[config.mk]
export PLATFORM = sky130hd
export DESIGN_NAME = sirq_host_ctrl
export DESIGN_NICKNAME = d
export VERILOG_FILES = /design/src/rtl/sirq_host_pkg.sv /design/src/rtl/sirq_host_seq.sv /design/src/rtl/sirq_host_drive.sv /design/src/rtl/sirq_host_capture.sv /design/src/rtl/sirq_host_ctrl.sv
export SDC_FILE = /design/constraint.sdc
export NUM_CORES = 1
export LEC_CHECK = 0
export CAP_MARGIN = 10
export CORE_MARGIN = 2
export CORE_UTILIZATION = 63
export CTS_BUF_LIST = sky130_fd_sc_hd__clkbuf_2
export CTS_CLUSTER_SIZE = 10
export DETAILED_ROUTE_END_ITERATION = 10
export PLACE_DENSITY = 0.9
export REMOVE_ABC_BUFFERS = 1
export SYNTH_ARGS = -nofsm -noshare
export SYNTH_HDL_FRONTEND = slang
export SYNTH_SLANG_ARGS = --single-unit
export TNS_END_PERCENT = 10
[constraint.sdc]
create_clock -name clk -period 11.15 [get_ports clk]
set_input_delay 3.345 -clock clk [delete_from_list [all_inputs] [get_ports clk]]
set_output_delay 3.345 -clock clk [all_outputs]
set_load 0.005 [all_outputs]
[src/rtl/sirq_host_pkg.sv]
// Shared types for the serialized interrupt host controller.
// Assumes one wire state per clock cycle.
package sirq_host_pkg;

    // Transfer-cycle phase seen by the sequencer.
    typedef enum logic [1:0] {
        PH_IDLE  = 2'd0,
        PH_START = 2'd1,
        PH_DATA  = 2'd2,
        PH_STOP  = 2'd3
    } sirq_phase_e;

    // What the host does with the wire in the current state.
    typedef enum logic [1:0] {
        DRV_OFF  = 2'd0,
        DRV_LOW  = 2'd1,
        DRV_HIGH = 2'd2
    } sirq_drive_e;

    // Last step index of a start frame (6 states: 0..5).
    localparam int unsigned START_LAST = 5;
    // Last step that the host holds low in a start frame.
    localparam int unsigned START_LOW_LAST = 3;
    // States per data frame.
    localparam int unsigned FRAME_STATES = 3;
    // Stop-pulse lengths that encode the next mode.
    localparam int unsigned STOP_PULSE_QUIET = 2;
    localparam int unsigned STOP_PULSE_CONT  = 3;

endpackage

[src/rtl/sirq_host_seq.sv]
// Sequencer: walks idle, start, data and stop phases one state per clock.
// In continuous mode it starts a cycle after the idle count. In quiet mode it
// waits for a slave to pull the wire low and then joins the start frame at step 1.
// It latches the mode request in the first stop state and applies it when the
// cycle ends. Assumes sirq_i is already synchronous to clk.
module sirq_host_seq
    import sirq_host_pkg::*;
#(
    parameter int unsigned NUM_FRAMES = 19,
    parameter int unsigned IDLE_W     = 8,
    localparam int unsigned FIDX_W    = $clog2(NUM_FRAMES)
) (
    input  logic              clk,
    input  logic              rst_n,
    input  logic              quiet_req_i,
    input  logic [IDLE_W-1:0] idle_cnt_i,
    input  logic              sirq_i,
    output sirq_phase_e       phase_o,
    output logic [2:0]        step_o,
    output logic              quiet_nxt_o,
    output logic              quiet_cur_o,
    output logic              sample_en_o,
    output logic [FIDX_W-1:0] sample_idx_o,
    output logic              commit_o
);

    localparam logic [2:0]        START_END = 3'(START_LAST);
    localparam logic [FIDX_W-1:0] FIDX_LAST = FIDX_W'(NUM_FRAMES - 1);
    localparam logic [1:0]        SUB_LAST  = 2'(FRAME_STATES - 1);

    sirq_phase_e       phase_q;
    logic [2:0]        step_q;
    logic [FIDX_W-1:0] fidx_q;
    logic [1:0]        sub_q;
    logic [IDLE_W-1:0] wait_q;
    logic              quiet_cur_q;
    logic              quiet_nxt_q;

    logic [IDLE_W-1:0] idle_limit;
    logic [2:0]        stop_end;
    logic              idle_done;

    // Clamp the idle count to at least one state; pick the last stop step.
    always_comb begin
        idle_limit = (idle_cnt_i == '0) ? IDLE_W'(1) : idle_cnt_i;
        idle_done  = (wait_q >= (idle_limit - IDLE_W'(1)));
        stop_end   = quiet_nxt_q ? 3'(STOP_PULSE_QUIET + 2) : 3'(STOP_PULSE_CONT + 2);
    end

    // Phase, step, frame and idle counters.
    always_ff @(posedge clk) begin
        if (!rst_n) begin
            phase_q     <= PH_IDLE;
            step_q      <= '0;
            fidx_q      <= '0;
            sub_q       <= '0;
            wait_q      <= '0;
            quiet_cur_q <= 1'b0;
            quiet_nxt_q <= 1'b0;
        end else begin
            case (phase_q)
                PH_IDLE: begin
                    if (quiet_cur_q) begin
                        if (!sirq_i) begin
                            phase_q <= PH_START;
                            step_q  <= 3'd1;
                        end
                    end else if (idle_done) begin
                        phase_q <= PH_START;
                        step_q  <= 3'd0;
                        wait_q  <= '0;
                    end else begin
                        wait_q <= wait_q + IDLE_W'(1);
                    end
                end
                PH_START: begin
                    if (step_q == START_END) begin
                        phase_q <= PH_DATA;
                        fidx_q  <= '0;
                        sub_q   <= '0;
                    end else begin
                        step_q <= step_q + 3'd1;
                    end
                end
                PH_DATA: begin
                    if (sub_q == SUB_LAST) begin
                        sub_q <= '0;
                        if (fidx_q == FIDX_LAST) begin
                            phase_q <= PH_STOP;
                            step_q  <= 3'd0;
                        end else begin
                            fidx_q <= fidx_q + FIDX_W'(1);
                        end
                    end else begin
                        sub_q <= sub_q + 2'd1;
                    end
                end
                PH_STOP: begin
                    if (step_q == 3'd0) begin
                        quiet_nxt_q <= quiet_req_i;
                    end
                    if (step_q == stop_end) begin
                        phase_q     <= PH_IDLE;
                        step_q      <= '0;
                        wait_q      <= '0;
                        quiet_cur_q <= quiet_nxt_q;
                    end else begin
                        step_q <= step_q + 3'd1;
                    end
                end
                default: phase_q <= PH_IDLE;
            endcase
        end
    end

    // Status strobes for the capture stage.
    always_comb begin
        sample_en_o  = (phase_q == PH_DATA) && (sub_q == 2'd0);
        sample_idx_o = fidx_q;
        commit_o     = (phase_q == PH_STOP) && (step_q == stop_end);
    end

    assign phase_o     = phase_q;
    assign step_o      = step_q;
    assign quiet_nxt_o = quiet_nxt_q;
    assign quiet_cur_o = quiet_cur_q;

endmodule

[src/rtl/sirq_host_drive.sv]
// Wire driver: decodes phase and step into drive enable and value.
// Start frame: low through step 3, high at step 4, released at step 5.
// Stop frame: released at step 0, low for the mode-coded pulse, high for one
// state, then released. Purely combinational over registered state.
module sirq_host_drive
    import sirq_host_pkg::*;
(
    input  sirq_phase_e phase_i,
    input  logic [2:0]  step_i,
    input  logic        quiet_nxt_i,
    output logic        oe_o,
    output logic        val_o
);

    sirq_drive_e drv;
    logic [2:0]  plen;

    // Choose the host action for the current state.
    always_comb begin
        plen = quiet_nxt_i ? 3'(STOP_PULSE_QUIET) : 3'(STOP_PULSE_CONT);
        drv  = DRV_OFF;
        case (phase_i)
            PH_START: begin
                if (step_i <= 3'(START_LOW_LAST)) drv = DRV_LOW;
                else if (step_i == 3'(START_LOW_LAST + 1)) drv = DRV_HIGH;
            end
            PH_STOP: begin
                if ((step_i >= 3'd1) && (step_i <= plen)) drv = DRV_LOW;
                else if (step_i == plen + 3'd1) drv = DRV_HIGH;
            end
            default: drv = DRV_OFF;
        endcase
    end

    // Map the action onto the pad controls.
    always_comb begin
        oe_o  = (drv != DRV_OFF);
        val_o = (drv == DRV_HIGH);
    end

endmodule

[src/rtl/sirq_host_capture.sv]
// Capture stage: stores the inverted wire level per frame in a shadow
// vector and moves the vector to the output on the commit strobe, so that
// the outputs change only once per transfer cycle.
module sirq_host_capture #(
    parameter int unsigned NUM_FRAMES = 19,
    localparam int unsigned FIDX_W    = $clog2(NUM_FRAMES)
) (
    input  logic                  clk,
    input  logic                  rst_n,
    input  logic                  sirq_i,
    input  logic                  sample_en_i,
    input  logic [FIDX_W-1:0]     sample_idx_i,
    input  logic                  commit_i,
    output logic [NUM_FRAMES-1:0] irq_o
);

    logic [NUM_FRAMES-1:0] shadow_q;
    logic [NUM_FRAMES-1:0] irq_q;

    for (genvar k = 0; k < NUM_FRAMES; k++) begin : g_frame
        // One shadow bit per frame, low level means asserted.
        always_ff @(posedge clk) begin
            if (!rst_n) begin
                shadow_q[k] <= 1'b0;
            end else if (sample_en_i && (sample_idx_i == FIDX_W'(k))) begin
                shadow_q[k] <= ~sirq_i;
            end
        end
    end

    // Publish the whole vector at the end of the cycle.
    always_ff @(posedge clk) begin
        if (!rst_n) begin
            irq_q <= '0;
        end else if (commit_i) begin
            irq_q <= shadow_q;
        end
    end

    assign irq_o = irq_q;

endmodule

[src/rtl/sirq_host_ctrl.sv]
// Top of the serialized interrupt host controller. It ties the sequencer,
// the wire driver and the capture stage together. The pad is modelled as an
// enable/value pair plus the observed level. An external pull-up keeps the
// wire high when nobody drives it.
module sirq_host_ctrl
    import sirq_host_pkg::*;
#(
    parameter int unsigned NUM_FRAMES = 19,
    parameter int unsigned IDLE_W     = 8
) (
    input  logic                  clk,
    input  logic                  rst_n,
    input  logic                  quiet_req_i,
    input  logic [IDLE_W-1:0]     idle_cnt_i,
    input  logic                  sirq_i,
    output logic                  sirq_oe_o,
    output logic                  sirq_o,
    output logic [NUM_FRAMES-1:0] irq_o
);

    localparam int unsigned FIDX_W = $clog2(NUM_FRAMES);

    sirq_phase_e       phase;
    logic [2:0]        step;
    logic              quiet_nxt;
    logic              quiet_cur;
    logic              sample_en;
    logic [FIDX_W-1:0] sample_idx;
    logic              commit;
    logic              in_idle;

    sirq_host_seq #(
        .NUM_FRAMES (NUM_FRAMES),
        .IDLE_W     (IDLE_W)
    ) seq_i (
        .clk          (clk),
        .rst_n        (rst_n),
        .quiet_req_i  (quiet_req_i),
        .idle_cnt_i   (idle_cnt_i),
        .sirq_i       (sirq_i),
        .phase_o      (phase),
        .step_o       (step),
        .quiet_nxt_o  (quiet_nxt),
        .quiet_cur_o  (quiet_cur),
        .sample_en_o  (sample_en),
        .sample_idx_o (sample_idx),
        .commit_o     (commit)
    );

    sirq_host_drive drive_i (
        .phase_i     (phase),
        .step_i      (step),
        .quiet_nxt_i (quiet_nxt),
        .oe_o        (sirq_oe_o),
        .val_o       (sirq_o)
    );

    sirq_host_capture #(
        .NUM_FRAMES (NUM_FRAMES)
    ) capture_i (
        .clk          (clk),
        .rst_n        (rst_n),
        .sirq_i       (sirq_i),
        .sample_en_i  (sample_en),
        .sample_idx_i (sample_idx),
        .commit_i     (commit),
        .irq_o        (irq_o)
    );

    // Idle flag for the bound checker.
    assign in_idle = (phase == PH_IDLE);

endmodule

Word-level counts from Yosys, hierarchy flattened

Cells that the tools add are included.

Bits in registers: 60
Bits in latches: 0
Bits in writable memories: 0
Memory bits (read-only): 0
Memories kept: 0

Add/sub/neg operators: 6
Multipliers: 0
Div/mod/pow operators: 0
Order comparisons: 4
Equality and inequality tests: 36
Shift operators: 0
Mux-type cells: 35
Bitwise operators: 1
Reductions and logical operators: 37

Operators by type and width:

| cell                                                | number |
|---|---|
| equality test 5 x 4 -> 1 bit, second input constant | 8 |
| two-way mux 8 bit                                   | 4 |
| two-way mux 2 bit                                   | 13 |
| logical AND 1 bit                                   | 22 |
| two-way mux 3 bit                                   | 7 |
| equality test 5 x 3 -> 1 bit, second input constant | 4 |
| case mux 8 bit (2 select lines)                     | 1 |
| equality test 5 bit, second input constant          | 3 |
| two-way mux 5 bit                                   | 3 |
| case mux 3 bit (4 select lines)                     | 1 |
| equality test 5 x 2 -> 1 bit, second input constant | 2 |
| inequality test 2 bit, second input constant        | 5 |
| case mux 5 bit (2 select lines)                     | 1 |
| adder 8 x 1 -> 8 bit, second input constant         | 1 |
| equality test 2 bit, second input constant          | 4 |
| greater-or-equal comparator 8 bit                   | 1 |
| zero test 8 bit                                     | 1 |
| case mux 2 bit (2 select lines)                     | 2 |
| case mux 2 bit (4 select lines)                     | 1 |
| subtractor 8 x 1 -> 8 bit, second input constant    | 1 |
| adder 3 x 1 -> 3 bit, second input constant         | 2 |
| equality test 3 bit                                 | 2 |
| equality test 3 bit, second input constant          | 2 |
| AND reduction 2 bit                                 | 3 |
| 20 further kinds                                    | 25 |

Longest topological paths before layout

Depth after elaboration: 7
Mapped depth: 14
Gate-level depth less buffers: 14

Cells and area by module

Synthesis repeated with hierarchy kept, for this count alone.

Cells, all modules: 378
Area total of the unflattened synthesis: 3397.0 um^2

Modules (own cells, without submodules):

| module            | instances | cells each | area an instance (um^2) | seq. area each (um^2) |
|---|---|---|---|---|
| sirq_host_seq     | 1         | 205        | 1696.6                  | 440.4 |
| sirq_host_capture | 1         | 158        | 1591.5                  | 760.7 |
| sirq_host_drive   | 1         | 15         | 108.9                   | 0.0 |

Worst setup path before layout

Ideal clock, no wire load.

Path kind: input to register
From: input port idle_cnt_i[3]
To: register seq_i.phase_q[0], in the netlist seq_i.phase_o[0]
Arrival time: 5.975 ns
Slack: 5.095 ns
Stages on the path: 14
Path buffers: 0
Path through: or4_1 nor2_1 a21oi_1 ha_1 nand2b_1 nor4_1 xnor2_1 ha_1 and3_1 a221o_1 nor3b_1 a21oi_1 and2_4 a211oi_2

Longest elaborated chain between the ends: 6

Ends and longest elaborated chain:

| what                                              | line                 | RTL |
|---|---|---|
| from (decl)                                       | sirq_host_ctrl.sv:14 | `input logic [IDLE_W-1:0] idle_cnt_i,` |
| zero test 8 bit                                   | sirq_host_seq.sv:45  | `idle_limit = (idle_cnt_i == '0) ? IDLE_W'(1) : idle_cnt_i;` |
| two-way mux 8 bit *                               | sirq_host_seq.sv:45  |  |
| subtractor 8 x 1 -> 8 bit *                       | sirq_host_seq.sv:46  | `idle_done = (wait_q >= (idle_limit - IDLE_W'(1)));` |
| greater-or-equal comparator 8 bit *               | sirq_host_seq.sv:46  |  |
| inequality test 3 x 1 -> 1 bit (no source line) * | n/a                  |  |
| AND reduction 6 bit (no source line) *            | n/a                  |  |
| to (signal assigned)                              | sirq_host_seq.sv:53  | `phase_q <= PH_IDLE;` |
| to (signal assigned)                              | sirq_host_seq.sv:65  | `phase_q <= PH_START;` |
| to (signal assigned)                              | sirq_host_seq.sv:69  | `phase_q <= PH_START;` |
| to (decl)                                         | sirq_host_seq.sv:31  | `sirq_phase_e phase_q;` |

Mark *: on every way between the ends. The rest lies on a longest branch, timed or not.
A chain may end at the register's enable or synchronous reset.

Final worst setup path

From: input port idle_cnt_i[3]
To: register seq_i.wait_q[7]

Longest elaborated chain between the ends: 7

Ends and longest elaborated chain:

| what                                | line                | RTL |
|---|---|---|
| zero test 8 bit                     | sirq_host_seq.sv:45 |  |
| two-way mux 8 bit *                 | sirq_host_seq.sv:45 |  |
| subtractor 8 x 1 -> 8 bit *         | sirq_host_seq.sv:46 |  |
| greater-or-equal comparator 8 bit * | sirq_host_seq.sv:46 |  |
| two-way mux 8 bit *                 | sirq_host_seq.sv:68 | `end else if (idle_done) begin` |
| two-way mux 8 bit *                 | sirq_host_seq.sv:63 | `if (quiet_cur_q) begin` |
| case mux 8 bit (2 select lines) *   | sirq_host_seq.sv:61 | `case (phase_q)` |
| to (signal assigned)                | sirq_host_seq.sv:73 | `wait_q <= wait_q + IDLE_W'(1);` |
| to (decl)                           | sirq_host_seq.sv:35 | `logic [IDLE_W-1:0] wait_q;` |

Mark *: on every way between the ends. The rest lies on a longest branch, timed or not. The select of a mux whose other input is x is not followed.

==> results.md <==
- The run finished with clean final reports.
- The count of final setup violators is 0.
- During placement, the flow inserted port buffers numbering 32.
- In this run, post-CTS hold repair placed 0 buffers.
- Cells with a size suffix above 1 make up about 6.6% of the layout.
- The leakage power figure is 1.290 nW.
- Routed signal wires occupy layers up through met4.
- Leaving out fill and tap cells, the most frequent cell in the layout is sky130_fd_sc_hd__nand2_1.
- STA puts the critical path data arrival time at 6.94 ns.
- The TritonCTS clock tree is built.
- Buffers added to address setup during post-CTS repair amount to 0.
- The headroom to the max-slew limit is 50.75%.
- The length of routed met3 wiring is 376 um.
- Along the worst path, the maximum fanout reaches 11.
- The analysis attributes to net switching a power of 0.1408 mW.
- Setup repair after global routing left no endpoint under its margin.
- The tightest hold path in the finished design has a slack of ~0.44 ns.
- The level count of the clock H-tree is 3.
- The internal power contribution is about 0.28 mW.
- The global-route wire length before repair is roughly 11 mm.
- The die covers 5536 sq um.
- Once the floorplan was initialized, standard cells occupied 65.68% of the core.
- The classification of the worst setup path is in2reg.
- After layout, the design draws a total of 0.4252 mW.
- During synthesis, Yosys emitted a total of 0 warnings.
- Summed over all nets, wire length on met2 after detailed routing comes to 3.081 mm.
- The post-cts repair resize count is 0.
- The number of max-slew violations in the final report was 0.
- The synthesized design spends more area on one cell type than any other, namely sky130_fd_sc_hd__dfxtp_1.
- After detailed routing, the number of remaining DRC violations is 0.
- The proportion of netlist area held by the largest area contributor is 38.46%.
- Global routing finished with a remaining overflow of 0.
- After floorplanning, the core was divided into 25 placement rows.
- The number of vias after detailed routing is 2762.
- The number of inserted diodes is 0.
- The number of top-level design ports is 33.
- The flip-flop and latch count after synthesis is 60.
- In the final design database the tool counted 440 nets.
- The number of different library cells in the post-synthesis netlist is 46.
- Entering global routing, the biggest net connects 46 pins.
- In the post-synthesis netlist, the biggest area contributors are sky130_fd_sc_hd__dfxtp_1, sky130_fd_sc_hd__ha_1, sky130_fd_sc_hd__a21oi_1.
- The sequential cell fraction of total power is between 50% and 60%.
- The clock share of power is between 20 and 30%.
- The CTS buffer count is 9.
- Adding up every negative setup slack in the final design gives 0 ns.
- The wire length reported by the detailed router is 6.641 mm.
- The minimum setup slack after placement is 4.179 ns.
- The area growth from synthesis to layout is 13.14%.
- The overall die width is 74.41 um.
- The maximum ir drop on the vdd rail is 0.0001062 V.
- Max-cap violations in this run came to 0.
- The number of antenna-violating nets in the routed design is 0.
- Sequential cells were found to cover 38.46% of the synthesized design area.
- For the finished layout, the period the worst path requires is 6.502 ns.
- The measured slew at the worst slew-check pin is 0.7364 ns.
- In this run the deepest clock path goes through 2 buffers.
- The worst min-delay path class is reg2reg.
- The library cells used most frequently in the layout, excluding fill and tap cells, are sky130_fd_sc_hd__nand2_1, sky130_fd_sc_hd__dfxtp_1, sky130_fd_sc_hd__a21oi_1.
- The number of enable-type register cells in the synthesized netlist is 0.
- The highest achievable clock rate is ~150 MHz.
- The number of hold violations in the final report came to 0.
- The core region is around 4800 sq um.
- The type of origin of the critical path is a primary input.
- The share of total power dissipated in combinational logic is a little under a fifth.
- The worst setup path is captured at a flop.
- Among all flip-flop cells after synthesis, the most frequent one is sky130_fd_sc_hd__dfxtp_1.
- The iteration-0 DRC count of the detailed router is 197.
- The half-perimeter wire length after detailed placement is 4.686 mm.
- After detailed routing, the average wire length per cell comes to 13.98 um.
- The power per unit of standard cell area is 120.3 nW/um^2.
- The number of antenna violations at the first check in global routing came to 0.
- The clock insertion delay at the later pin of the skew report is 0.51 ns.
- In the final routing, the length of wire on met1 measures 3.010 mm.
- Setup slack closes at 4.648 ns.
- The cell area after synthesis is 3123 sq um.
- The number of search-and-repair iterations in the first detailed-routing pass is 7.
- The average vias per placed instance is 5.815.
- The net switching fraction of the power is around 33%.
- The number of global-route vias before repair is ~2500.
- Data on the critical path is required at its endpoint by 11.58 ns.
- Measured along the y axis, the die boundary spans between 70 and 80 um.
- In the synthesized netlist, the number of instances is 383.
- Routability-driven placement finished with a final weighted congestion of 0.8401.
- The post-route clock period utilization is 58.32%.
- In this run the clock root is driven by a sky130_fd_sc_hd__clkbuf_2.
- Once layout is done, the placed cells without fillers occupy 3533 sq um.
- After detailed placement, the total cell area comes to roughly 3400 sq um.
- The count of clock tree sinks is 60.
- Clock skew on the completed layout was measured at 0.02802 ns.
- The synthesized area per cell is 8.154 sq um.
- The fraction of registers with async set/reset is 0%.
- The overall routing resource usage is 25.32%.
- The clock-pin slew on the worst setup and hold paths is 0.19 ns.
[kinds of logic (layout without fill, tap and decap cells)]
kind of cell	count (synthesis)	count (layout)	synth area share (%)
multiplexers	6	6	1.923
AO/OA/AOI/OAI	101	101	20.47
buffers and inverters	41	66	5.329
adder cells (fa/ha/maj)	25	25	10.02
XOR/XNOR	7	7	1.963
AND/OR/NAND/NOR	143	143	21.84
flip-flops	60	60	38.46
[final timing paths]
| check | slack (ns) | startpoint | to | cells past startpoint |
|---|---|---|---|---|
| max | 4.65 | idle_cnt_i[3] | seq_i.wait_q[7] | 14 |
| min | 0.44 | capture_i.shadow_q[12] | capture_i.irq_o[12] | 2 |
| max reg2reg | 8.72 | seq_i.wait_q[1] | seq_i.wait_q[7] | 7 |
| min reg2reg | 0.44 | capture_i.shadow_q[12] | capture_i.irq_o[12] | 2 |
[cell type report]
cell class              instances  area [sq um]
multi-input cells             282          1755
fillers                       369          1221
flip-flops and latches         60          1201
repair buffers                 34         335.3
well taps                      67         83.83
inverters                      16         60.06
clock inverters                 7         52.55
clock buffers                   9         45.04
[critical path, stage by stage]
cell                              delay, ns
sky130_fd_sc_hd__clkdlybuf4s50_1       0.49
sky130_fd_sc_hd__or4_1                 0.58
sky130_fd_sc_hd__nor2_1                0.13
sky130_fd_sc_hd__a21oi_1               0.10
sky130_fd_sc_hd__ha_1                  0.21
sky130_fd_sc_hd__nand2b_1              0.09
sky130_fd_sc_hd__nor4_1                0.06
sky130_fd_sc_hd__xnor2_1               0.13
sky130_fd_sc_hd__ha_1                  0.29
sky130_fd_sc_hd__and3_1                0.17
sky130_fd_sc_hd__a221o_1               0.41
sky130_fd_sc_hd__nor3b_2               0.54
sky130_fd_sc_hd__nand3_1               0.19
sky130_fd_sc_hd__a31oi_1               0.22
[power by group through the flow]
stage	Combinational, mW	Clock, mW	Sequential (mW)
floorplan	0.0560	0	0.229
CTS	0.0777	0.120	0.227
global placement	0.0741	0	0.231
global route	0.0878	0.129	0.228
detailed placement	0.0772	0	0.231
finish	0.0777	0.120	0.227
[cell usage after synthesis (all sizes together) (2+ instances only)]
library cell / instances
a21oi: 51
a21o: 2
nor2b: 5
clkbuf: 17
a311oi: 20
xnor2: 4
nand2: 63
xor2: 3
a211oi: 2
dfxtp: 60
nor2: 27
or4: 3
nand2b: 2
nand3: 13
inv: 16
buf: 8
nand4b: 2
nor3b: 3
or2: 2
a31oi: 5
ha: 25
and2: 2
and3: 11
a22oi: 2
mux2i: 6
o21ai: 12
nor3: 4
nor4: 2
[routing by layer]
layer	up-vias	GRT usage (%)
met1	1238	32.49
met5	-	0
met4	0	10.12
met3	17	7.317
met2	101	40.22
li1	1406	-
[state kept, by name, indices dropped and copies added (netlist names)]
register,flops
capture_i.shadow_q,19
seq_i.step_o,3
capture_i.irq_o,19
seq_i.quiet_cur_o,1
seq_i.quiet_nxt_o,1
seq_i.phase_o,2
seq_i.sample_idx_o,5
seq_i.sub_q,2
seq_i.wait_q,8
[stage by stage]
stage	cells	util (%)
finish	475	74.32
global placement	459	72.26
floorplan	358	-
global route	475	74.32
detailed placement	459	72.26
CTS	475	74.32
(Power assumes the default switching activity.)
